### src/rtl/pwb_pkg.sv
package pwb_pkg;
  typedef enum logic [1:0] {
    RGN_EXT = 2'd0,
    RGN_PER = 2'd1,
    RGN_CFG = 2'd2
  } region_e;
endpackage

### src/rtl/pwb_decode.sv
module pwb_decode #(
  parameter int AW = 16
) (
  input  logic [AW-1:0]    addr,
  output pwb_pkg::region_e rgn
);
  import pwb_pkg::*;

  always_comb begin
    if (!addr[AW-1])      rgn = RGN_EXT;
    else if (addr[AW-2])  rgn = RGN_CFG;
    else                  rgn = RGN_PER;
  end
endmodule

### src/rtl/pwb_ext_engine.sv
module pwb_ext_engine #(
  parameter int AW      = 16,
  parameter int DW      = 16,
  parameter int EXT_CYC = 3
) (
  input  logic          clk,
  input  logic          por_n,
  input  logic          start,
  input  logic          start_we,
  input  logic [AW-1:0] start_addr,
  input  logic [DW-1:0] start_data,
  output logic          busy,
  output logic          done,
  output logic          cur_we,
  output logic [AW-1:0] cur_addr,
  output logic [DW-1:0] cur_data
);
  localparam int CW = $clog2(EXT_CYC + 1);

  logic [CW-1:0] cnt;

  assign done = busy && (cnt == CW'(EXT_CYC - 1));

  always_ff @(posedge clk or negedge por_n) begin
    if (!por_n) begin
      busy     <= 1'b0;
      cnt      <= '0;
      cur_we   <= 1'b0;
      cur_addr <= '0;
      cur_data <= '0;
    end else if (busy) begin
      if (done) busy <= 1'b0;
      else      cnt  <= cnt + 1'b1;
    end else if (start) begin
      busy     <= 1'b1;
      cnt      <= '0;
      cur_we   <= start_we;
      cur_addr <= start_addr;
      cur_data <= start_data;
    end
  end

  a_r1_start_idle: assert property (@(posedge clk) disable iff (!por_n)
    start |-> !busy);
  a_r1_done_frees: assert property (@(posedge clk) disable iff (!por_n)
    done |=> !busy);
  a_r1_entry_stable: assert property (@(posedge clk) disable iff (!por_n)
    (busy && !done) |=> ($stable(cur_addr) && $stable(cur_data) && $stable(cur_we)));
endmodule

### src/rtl/pwb_cfg_regs.sv
module pwb_cfg_regs #(
  parameter int          DW      = 16,
  parameter int          NCFG    = 4,
  parameter logic [DW-1:0] CFG_RST = '0
) (
  input  logic                    clk,
  input  logic                    por_n,
  input  logic                    we,
  input  logic [$clog2(NCFG)-1:0] idx,
  input  logic [DW-1:0]           wdata,
  output logic [DW-1:0]           rdata
);
  logic [DW-1:0] regs [NCFG];

  for (genvar i = 0; i < NCFG; i++) begin : g_reg
    localparam logic [DW-1:0] DFLT = CFG_RST + DW'(i);
    always_ff @(posedge clk or negedge por_n) begin
      if (!por_n)                  regs[i] <= DFLT;
      else if (we && (int'(idx) == i)) regs[i] <= wdata;
    end
  end

  assign rdata = regs[idx];
endmodule

### src/rtl/pwb_bridge.sv
module pwb_bridge #(
  parameter int            AW      = 16,
  parameter int            DW      = 16,
  parameter int            EXT_CYC = 3,
  parameter int            NCFG    = 4,
  parameter logic [DW-1:0] CFG_RST = 16'h0100
) (
  input  logic          clk,
  input  logic          por_n,
  input  logic          mrst,
  input  logic          hold,
  input  logic          m_valid,
  output logic          m_ready,
  input  logic          m_write,
  input  logic [AW-1:0] m_addr,
  input  logic [DW-1:0] m_wdata,
  output logic [DW-1:0] m_rdata,
  output logic          ext_cs_n,
  output logic          ext_we_n,
  output logic          ext_rd_n,
  output logic [AW-1:0] ext_addr,
  output logic [DW-1:0] ext_wdata,
  input  logic [DW-1:0] ext_rdata,
  output logic          ext_dq_oe,
  output logic          ext_ctl_oe,
  output logic          p_sel,
  output logic          p_write,
  output logic [AW-1:0] p_addr,
  output logic [DW-1:0] p_wdata,
  input  logic [DW-1:0] p_rdata,
  input  logic          breq,
  output logic          bgnt
);
  import pwb_pkg::*;

  localparam int CIW = $clog2(NCFG);

  region_e       rgn;
  logic          eng_start, eng_busy, eng_done, eng_we;
  logic          cfg_we, rd_launch, rd_inflight, bgnt_q;
  logic          accept_ok, ext_free;
  logic [DW-1:0] cfg_rdata;

  pwb_decode #(.AW(AW)) u_dec (.addr(m_addr), .rgn(rgn));

  pwb_ext_engine #(.AW(AW), .DW(DW), .EXT_CYC(EXT_CYC)) u_eng (
    .clk(clk), .por_n(por_n), .start(eng_start), .start_we(m_write),
    .start_addr(m_addr), .start_data(m_wdata), .busy(eng_busy),
    .done(eng_done), .cur_we(eng_we), .cur_addr(ext_addr), .cur_data(ext_wdata)
  );

  pwb_cfg_regs #(.DW(DW), .NCFG(NCFG), .CFG_RST(CFG_RST)) u_cfg (
    .clk(clk), .por_n(por_n), .we(cfg_we), .idx(m_addr[CIW-1:0]),
    .wdata(m_wdata), .rdata(cfg_rdata)
  );

  assign accept_ok = !mrst && !hold;
  assign ext_free  = !eng_busy && !bgnt_q && !rd_inflight;

  always_comb begin
    m_ready   = 1'b0;
    m_rdata   = '0;
    p_sel     = 1'b0;
    eng_start = 1'b0;
    cfg_we    = 1'b0;
    rd_launch = 1'b0;
    if (rd_inflight) begin
      if (eng_done) begin
        m_ready = 1'b1;
        m_rdata = ext_rdata;
      end
    end else if (m_valid && accept_ok) begin
      unique case (rgn)
        RGN_EXT: begin
          if (ext_free) begin
            eng_start = 1'b1;
            if (m_write) m_ready   = 1'b1;
            else         rd_launch = 1'b1;
          end
        end
        RGN_PER: begin
          p_sel   = 1'b1;
          m_ready = 1'b1;
          if (!m_write) m_rdata = p_rdata;
        end
        default: begin
          if (m_write) begin
            if (!eng_busy) begin
              cfg_we  = 1'b1;
              m_ready = 1'b1;
            end
          end else begin
            m_ready = 1'b1;
            m_rdata = cfg_rdata;
          end
        end
      endcase
    end
  end

  always_ff @(posedge clk or negedge por_n) begin
    if (!por_n) begin
      rd_inflight <= 1'b0;
      bgnt_q      <= 1'b0;
    end else begin
      if (rd_launch)                    rd_inflight <= 1'b1;
      else if (rd_inflight && eng_done) rd_inflight <= 1'b0;
      bgnt_q <= breq && !mrst &&
                (bgnt_q || (!eng_busy && !rd_inflight && !eng_start));
    end
  end

  assign bgnt       = bgnt_q;
  assign ext_ctl_oe = por_n && !bgnt_q;
  assign ext_cs_n   = !(por_n && eng_busy);
  assign ext_we_n   = !(por_n && eng_busy && eng_we);
  assign ext_rd_n   = !(por_n && eng_busy && !eng_we);
  assign ext_dq_oe  = por_n && !bgnt_q && eng_busy && eng_we;
  assign p_write    = m_write;
  assign p_addr     = m_addr;
  assign p_wdata    = m_wdata;

  a_r3_no_overflow: assert property (@(posedge clk) disable iff (!por_n)
    (m_valid && m_write && rgn == RGN_EXT && eng_busy) |-> !m_ready);
  a_r4_read_waits: assert property (@(posedge clk) disable iff (!por_n)
    (rd_inflight && !eng_done) |-> !m_ready);
  a_r5_cfg_stall: assert property (@(posedge clk) disable iff (!por_n)
    (m_valid && m_write && rgn == RGN_CFG && eng_busy) |-> !m_ready);
  a_r7_mrst_blocks: assert property (@(posedge clk) disable iff (!por_n)
    (mrst && !rd_inflight) |-> (!m_ready && !p_sel && !eng_start));
  a_r8_no_grant_in_mrst: assert property (@(posedge clk) disable iff (!por_n)
    mrst |=> !bgnt);
  a_r8_grant_bus_quiet: assert property (@(posedge clk) disable iff (!por_n)
    bgnt |-> (ext_cs_n && !ext_ctl_oe));
  a_r9_hold_blocks: assert property (@(posedge clk) disable iff (!por_n)
    (hold && !rd_inflight) |-> !m_ready);
endmodule

### config.mk
export PLATFORM = sky130hd
export DESIGN_NAME = pwb_bridge
export DESIGN_NICKNAME = d
export VERILOG_FILES = /design/src/rtl/pwb_pkg.sv /design/src/rtl/pwb_decode.sv /design/src/rtl/pwb_ext_engine.sv /design/src/rtl/pwb_cfg_regs.sv /design/src/rtl/pwb_bridge.sv
export SDC_FILE = /design/constraint.sdc
export NUM_CORES = 1
export LEC_CHECK = 0
export ABC_CLOCK_PERIOD_IN_PS = 3050
export CAP_MARGIN = 10
export CORE_ASPECT_RATIO = 0.5
export CORE_UTILIZATION = 40
export DETAILED_ROUTE_END_ITERATION = 7
export PLACE_DENSITY = 0.69
export REMOVE_ABC_BUFFERS = 1
export SYNTH_ARGS = -nofsm -noshare
export SYNTH_HDL_FRONTEND = slang
export SYNTH_SLANG_ARGS = --single-unit
### constraint.sdc
create_clock -name clk -period 3.05 [get_ports clk]
set_clock_uncertainty 0.15 [all_clocks]
set_input_delay 0.61 -clock clk [delete_from_list [all_inputs] [get_ports clk]]
set_output_delay 0.61 -clock clk [all_outputs]
set_load 0.02 [all_outputs]
### Word-level counts from Yosys, hierarchy flattened

Cells that the tools add are included.

* bits in registers: 102
* input port bits: 71
* output and inout bits: 89
* logic and storage cells: 102

* add/sub/neg operators: 1
* $lt $le $gt $ge: 1
* eq/ne operators: 6
* muxes and demuxes: 43
* bitwise gates (word level): 2
* reductions and logical operators: 38

Operators by type and width (number)
* 16-bit two-way mux: 7
* 16-bit binary-select mux with 2-bit select: 1
* 16-bit one-hot mux with 2 select lines: 1
* 1-bit two-way mux: 28
* 1-bit logical AND: 20
* 1-bit logical NOT: 10
* 2-bit two-way mux: 5
* 2-bit equality test, second input constant: 3
* 2-bit by 1-bit equality test with 1-bit output, second input constant: 2
* 2-bit logical NOT: 2
* 2-bit AND reduction: 2
* 2-bit nonzero test: 2
* 3-bit >= comparator, second input constant: 1
* 2-bit NOT with 3-bit output: 1
* 2-bit by 1-bit adder with 2-bit output, second input constant: 1
* 2-bit != test, second input constant: 1
* 1-bit one-hot mux with 2 select lines: 1
* 2-bit OR reduction: 1
* 1-bit logical OR: 1
* 1-bit NOT: 1

### Logic depth before layout (Yosys ltp)

Gate-level depths: netlist of run 1.

* depth in word-level cells: 11
* gate-level depth with buffers: 7
* gate-level depth less buffers: 5

### Hierarchy

A second synthesis of run 1 with hierarchy kept.

* cell total of the unflattened synthesis: 357
* area, all modules: 5170.0 um2

Modules (own cells, without submodules)
* pwb_cfg_regs: times used 1, cells each 156, area an instance 2839.0 um2, sequential area each 1611.5 um2
* pwb_ext_engine: times used 1, cells each 85, area an instance 1540.2 um2, sequential area each 900.9 um2
* pwb_bridge: times used 1, cells each 114, area an instance 774.5 um2, sequential area each 50.0 um2
* pwb_decode: times used 1, cells each 2, area an instance 16.3 um2, sequential area each 0.0 um2

### Least setup slack after synthesis of run 1

OpenSTA, ideal clock, no wires.

* path kind: input port to output port
* start: input m_addr[1]
* end: output m_rdata[5]
* data arrival time: 2.202 ns
* data required time: 2.290 ns
* slack: 0.088 ns
* cell stages on the path: 5
* path buffers: 2
* path through: clkbuf_1 clkbuf_1 mux4_2 mux2i_1 o21ai_0

* longest elaborated chain between the ends: 8

Ends and longest elaborated chain
* start: declaration: line pwb_bridge.sv:15 `input logic [AW-1:0] m_addr,`
* 2-bit NOT with 3-bit output (not written as such): line pwb_cfg_regs.sv:23 `assign rdata = regs[idx];`
* 16-bit binary-select mux with 2-bit select: line pwb_cfg_regs.sv:23
* 16-bit two-way mux (not written as such) (2 in a row): line pwb_cfg_regs.sv:23
* 16-bit two-way mux: line pwb_bridge.sv:87 `if (m_write) begin`
* 16-bit one-hot mux with 2 select lines: line pwb_bridge.sv:73 `unique case (rgn)`
* 16-bit two-way mux: line pwb_bridge.sv:72 `end else if (m_valid && accept_ok) begin`
* 16-bit two-way mux: line pwb_bridge.sv:67 `if (rd_inflight) begin`
* end: declaration: line pwb_bridge.sv:17 `output logic [DW-1:0] m_rdata,`

No other way between the ends. The select of a mux whose other input is x is not followed.

### Final worst setup path of run 1

* start: input mrst
* end: output m_ready

* longest elaborated chain between the ends: 5

Ends and longest elaborated chain
* start: declaration: line pwb_bridge.sv:10 `input logic mrst,`
* 1-bit logical NOT: line pwb_bridge.sv:57 `assign accept_ok = !mrst && !hold;`
* 1-bit logical AND: line pwb_bridge.sv:57
* 1-bit logical AND: line pwb_bridge.sv:72
* 1-bit two-way mux: line pwb_bridge.sv:72
* 1-bit two-way mux: line pwb_bridge.sv:67
* end: declaration: line pwb_bridge.sv:13 `output logic m_ready,`

No other way between the ends.

==> reports/qor.yml, run 1 <==
worst_setup_path:
  worst_setup_path_start_kind: "primary input"
  crit_arrival_ns: 2.15
  path_buf_inv: 2
  path_cells: "clkdlybuf4s50_1 -> or4b_1 -> o31ai_1 -> clkbuf_2"
  crit_required_ns: 2.29
  max_stage_delay_ns: 0.61
  end_kind: "output port"
  crit_path_top_delay_cell: "or4b_1"
  path_class: "in2out"
  startpoint: "mrst"
  r2r_start: "rd_inflight"
  cp_top_family: "buffers and inverters"
  path_max_fanout: 3
routing:
  drtAntennaViolNets: 0
  route.detailed.drc: 0
  wl_per_cell_um: 16.7
  drt_iter0_markers: 166
  first_pass_iters: 4
  vias_per_cell: 4.96
  vias: 3330
  wirelength_um: 11200
synth:
  syn_area_um2: 4990
  synth_top_family_by_area: "multiplexers"
  synth_warnings: 0
  synth_xor_area_share_pct: 0
  synth_seq_cells: 102
  synth_simple_gate_area_share_pct: 5.67
  seq_area_frac_synth_pct: 51.4
  synth_area_per_cell_um2: 14.1
  synth.distinct_cells: 37
  synthAdderAreaFrac_pct: 0.251
  synthCells: 355
  synth-compound-area-share_pct: 2.51
  muxShareOfSynthArea_pct: 32.8
grt:
  grt_max_degree: 79
  met1_usage_pct: 24.8
  gr-usage-met2_pct: 29.8
  grt_pass1_wl_um: 18200
  grt_usage_pct: 18.3
  met3_usage_pct: 4.60
  top_usage_layer: "met2"
  antenna_found_initial: 0
  grt_pass1_vias: 3354
  grt-ovfl-total: 0
placed_design:
  routabilityCongestion: 0.733
  hpwl_um: 7750
  io_buffer_count: 159
pwr:
  powerDensity_nw_per_um2: 642
  ir_drop_v: 0.000385
  leakage_nw: 3.14
  p_total_w: 0.00446
timing:
  finalHoldViolations: 0
  finalSetupViolations: 0
  worst_slew_pin_slew_ns: 0.956
  max_clock_freq_mhz: 344
  finalCritPeriodShare_pct: 95.3
  post-route-min-period_ns: 2.91
  rsz0062_at_grt: "false"
  slew_viol_final: 0
  slew_headroom_pct: 36.3
  finalSetupTns_ns: 0
cts:
  htreeDepth: 3
  cts.sinks: 102
  clk_pin_slew_ns: 0.07
  clock_latency_ns: 0.34
  clk_root_buffer_cell: "clkbuf_16"
  post-cts-setup-buffers: 0
  cts_buffer_depth: 2
  hold_buffers: 0
  cts_buffers: 9
  cts_tree: "yes"
status:
  run_status: "finished, final reports clean"
final_layout:
  nNetsFinal: 573
  antenna_cells: 0
  area_growth_pct: 39.2
  drive_above_1_share_pct: 31.0
  fillers: 1009
floorplanning:
  boundaryPins: 160
  num_rows: 28
  die_w_um: 160
  die_h_um: 81.0
  die_area_um2: 13000
  initial_core_util_pct: 41.6
  fp.coreArea_um2: 12000
worst_hold_path:
  hp-class: "in2async"
job:
  cap_violations: 0
==> cells by family after synthesis <==
kind of cell	Yosys count
compound gates	23
fa+ha+maj	1
buf+inv	55
flops	102
mux	128
simple gates	46
==> synthesized netlist by cell type <==
cell      number  share of area, %
dfrtp_1       94                47
mux2_2        54                12
buf_4         33               5.0
mux2_1        32               7.2
nand2_1       22               1.7
o21ai_0       17               1.7
mux2i_1       16               3.2
mux4_2        16               7.2
mux2_4        10               3.0
buf_2          9              0.90
dfstp_2        8               4.2
clkbuf_1       6              0.45
nor2_1         6              0.45
inv_1          3              0.23
nor4_4         3               1.3
a21oi_1        2              0.20
and2_1         2              0.25
buf_6          2              0.45
or4b_1         2              0.40
a21o_1         1              0.15
a31o_2         1              0.18
a31oi_1        1              0.13
and3_1         1              0.13
buf_1          1             0.075
buf_8          1              0.30
ha_1           1              0.25
nand2b_1       1              0.13
nand3_1        1              0.10
nand3b_1       1              0.15
nand4b_1       1              0.18
nor2b_1        1              0.13
nor3b_1        1              0.15
nor4b_1        1              0.18
o31ai_1        1              0.15
or2_2          1              0.13
or4_1          1              0.15
or4_4          1              0.23
==> final timing paths <==
check	slack, ns	depth (start not counted)	to
max	0.14	4	m_ready
max in group asynchronous	1.34	3	u_eng.cur_data[9]
min in group clk	0.34	1	u_eng.cur_data[3]
min reg2reg	0.34	1	u_eng.cur_data[3]
min	0.14	2	u_eng.busy
max reg2reg	0.51	4	u_cfg.regs[2]
==> through the flow <==
stage               setup WS [ns]  hold slack (ns)  util (%)  std cells  area (um2)
finish                      0.142            0.141      58.0        671        6950
global route               0.0242            0.156      58.0        671        6950
CTS                      0.000232            0.150      58.6        671        7020
detailed placement         -0.417            0.324      55.9        654        6700
global placement           -0.400            0.322      55.9        654        6700
floorplan                   0.245            0.164         -        303        4630
==> cell usage in the layout, fill, tap and decap left out, drive strengths merged, types with 3 or more instances in the layout <==
cell type	netlist	final
clkdlybuf4s50	0	139
mux2	96	96
dfrtp	94	94
buf	46	32
clkbuf	6	23
nand2	22	22
o21ai	17	17
mux4	16	16
mux2i	16	16
dfstp	8	8
nor2	6	6
inv	3	3
nor4	3	3
clkinvlp	0	3
==> sequential cells by signal, summed over array words and instances (netlist names) <==
register	count
u_eng.cur_data	16
u_cfg.regs	64
bgnt	1
u_eng.busy	1
u_eng.cur_addr	16
u_eng.cur_we	1
u_eng.cnt	2
rd_inflight	1
==> what timing repair did <==
action	CTS	global route
gates cloned	1	0
endpoints found under the setup margin	18	17
gates resized for setup	40	38
pin swaps	0	1
==> power by group <==
| part | internal (W) | switching (W) |
|---|---|---|
| logic | 0.000803 | 0.000667 |
| registers | 0.00168 | 0.000180 |
| clock network | 0.000633 | 0.000496 |
| total | 0.00312 | 0.00134 |
==> metal layers <==
metal | vias up | part of all wire, %
li1 | 1535 | -
met1 | 1708 | 48
met2 | 76 | 47
met3 | 11 | 3.9
met4 | 0 | 0.99
met5 | - | 0
==> area by class of cell <==
type | instances | area (um2) | area share [%]
flip-flops and latches | 102 | 2560 | 36.9
multi-input cells | 198 | 2080 | 29.9
repair buffers | 187 | 1800 | 25.9
clock buffers | 10 | 229 | 3.30
well taps | 165 | 206 | 2.97
clock inverters | 6 | 62.6 | 0.900
inverters | 3 | 11.3 | 0.162
No activity file was read; power rests on OpenSTA's default activity.
==> inputs of run 2 (changes only) <==
--- a/config.mk
+++ b/config.mk
@@ -9,6 +9,7 @@
 export CAP_MARGIN = 10
 export CORE_ASPECT_RATIO = 0.5
 export CORE_UTILIZATION = 40
+export CTS_CLUSTER_DIAMETER = 200
 export DETAILED_ROUTE_END_ITERATION = 7
 export PLACE_DENSITY = 0.69
 export REMOVE_ABC_BUFFERS = 1
==> results of run 2 <==
The final DEF is identical to that of run 1; final timing and power are the same.
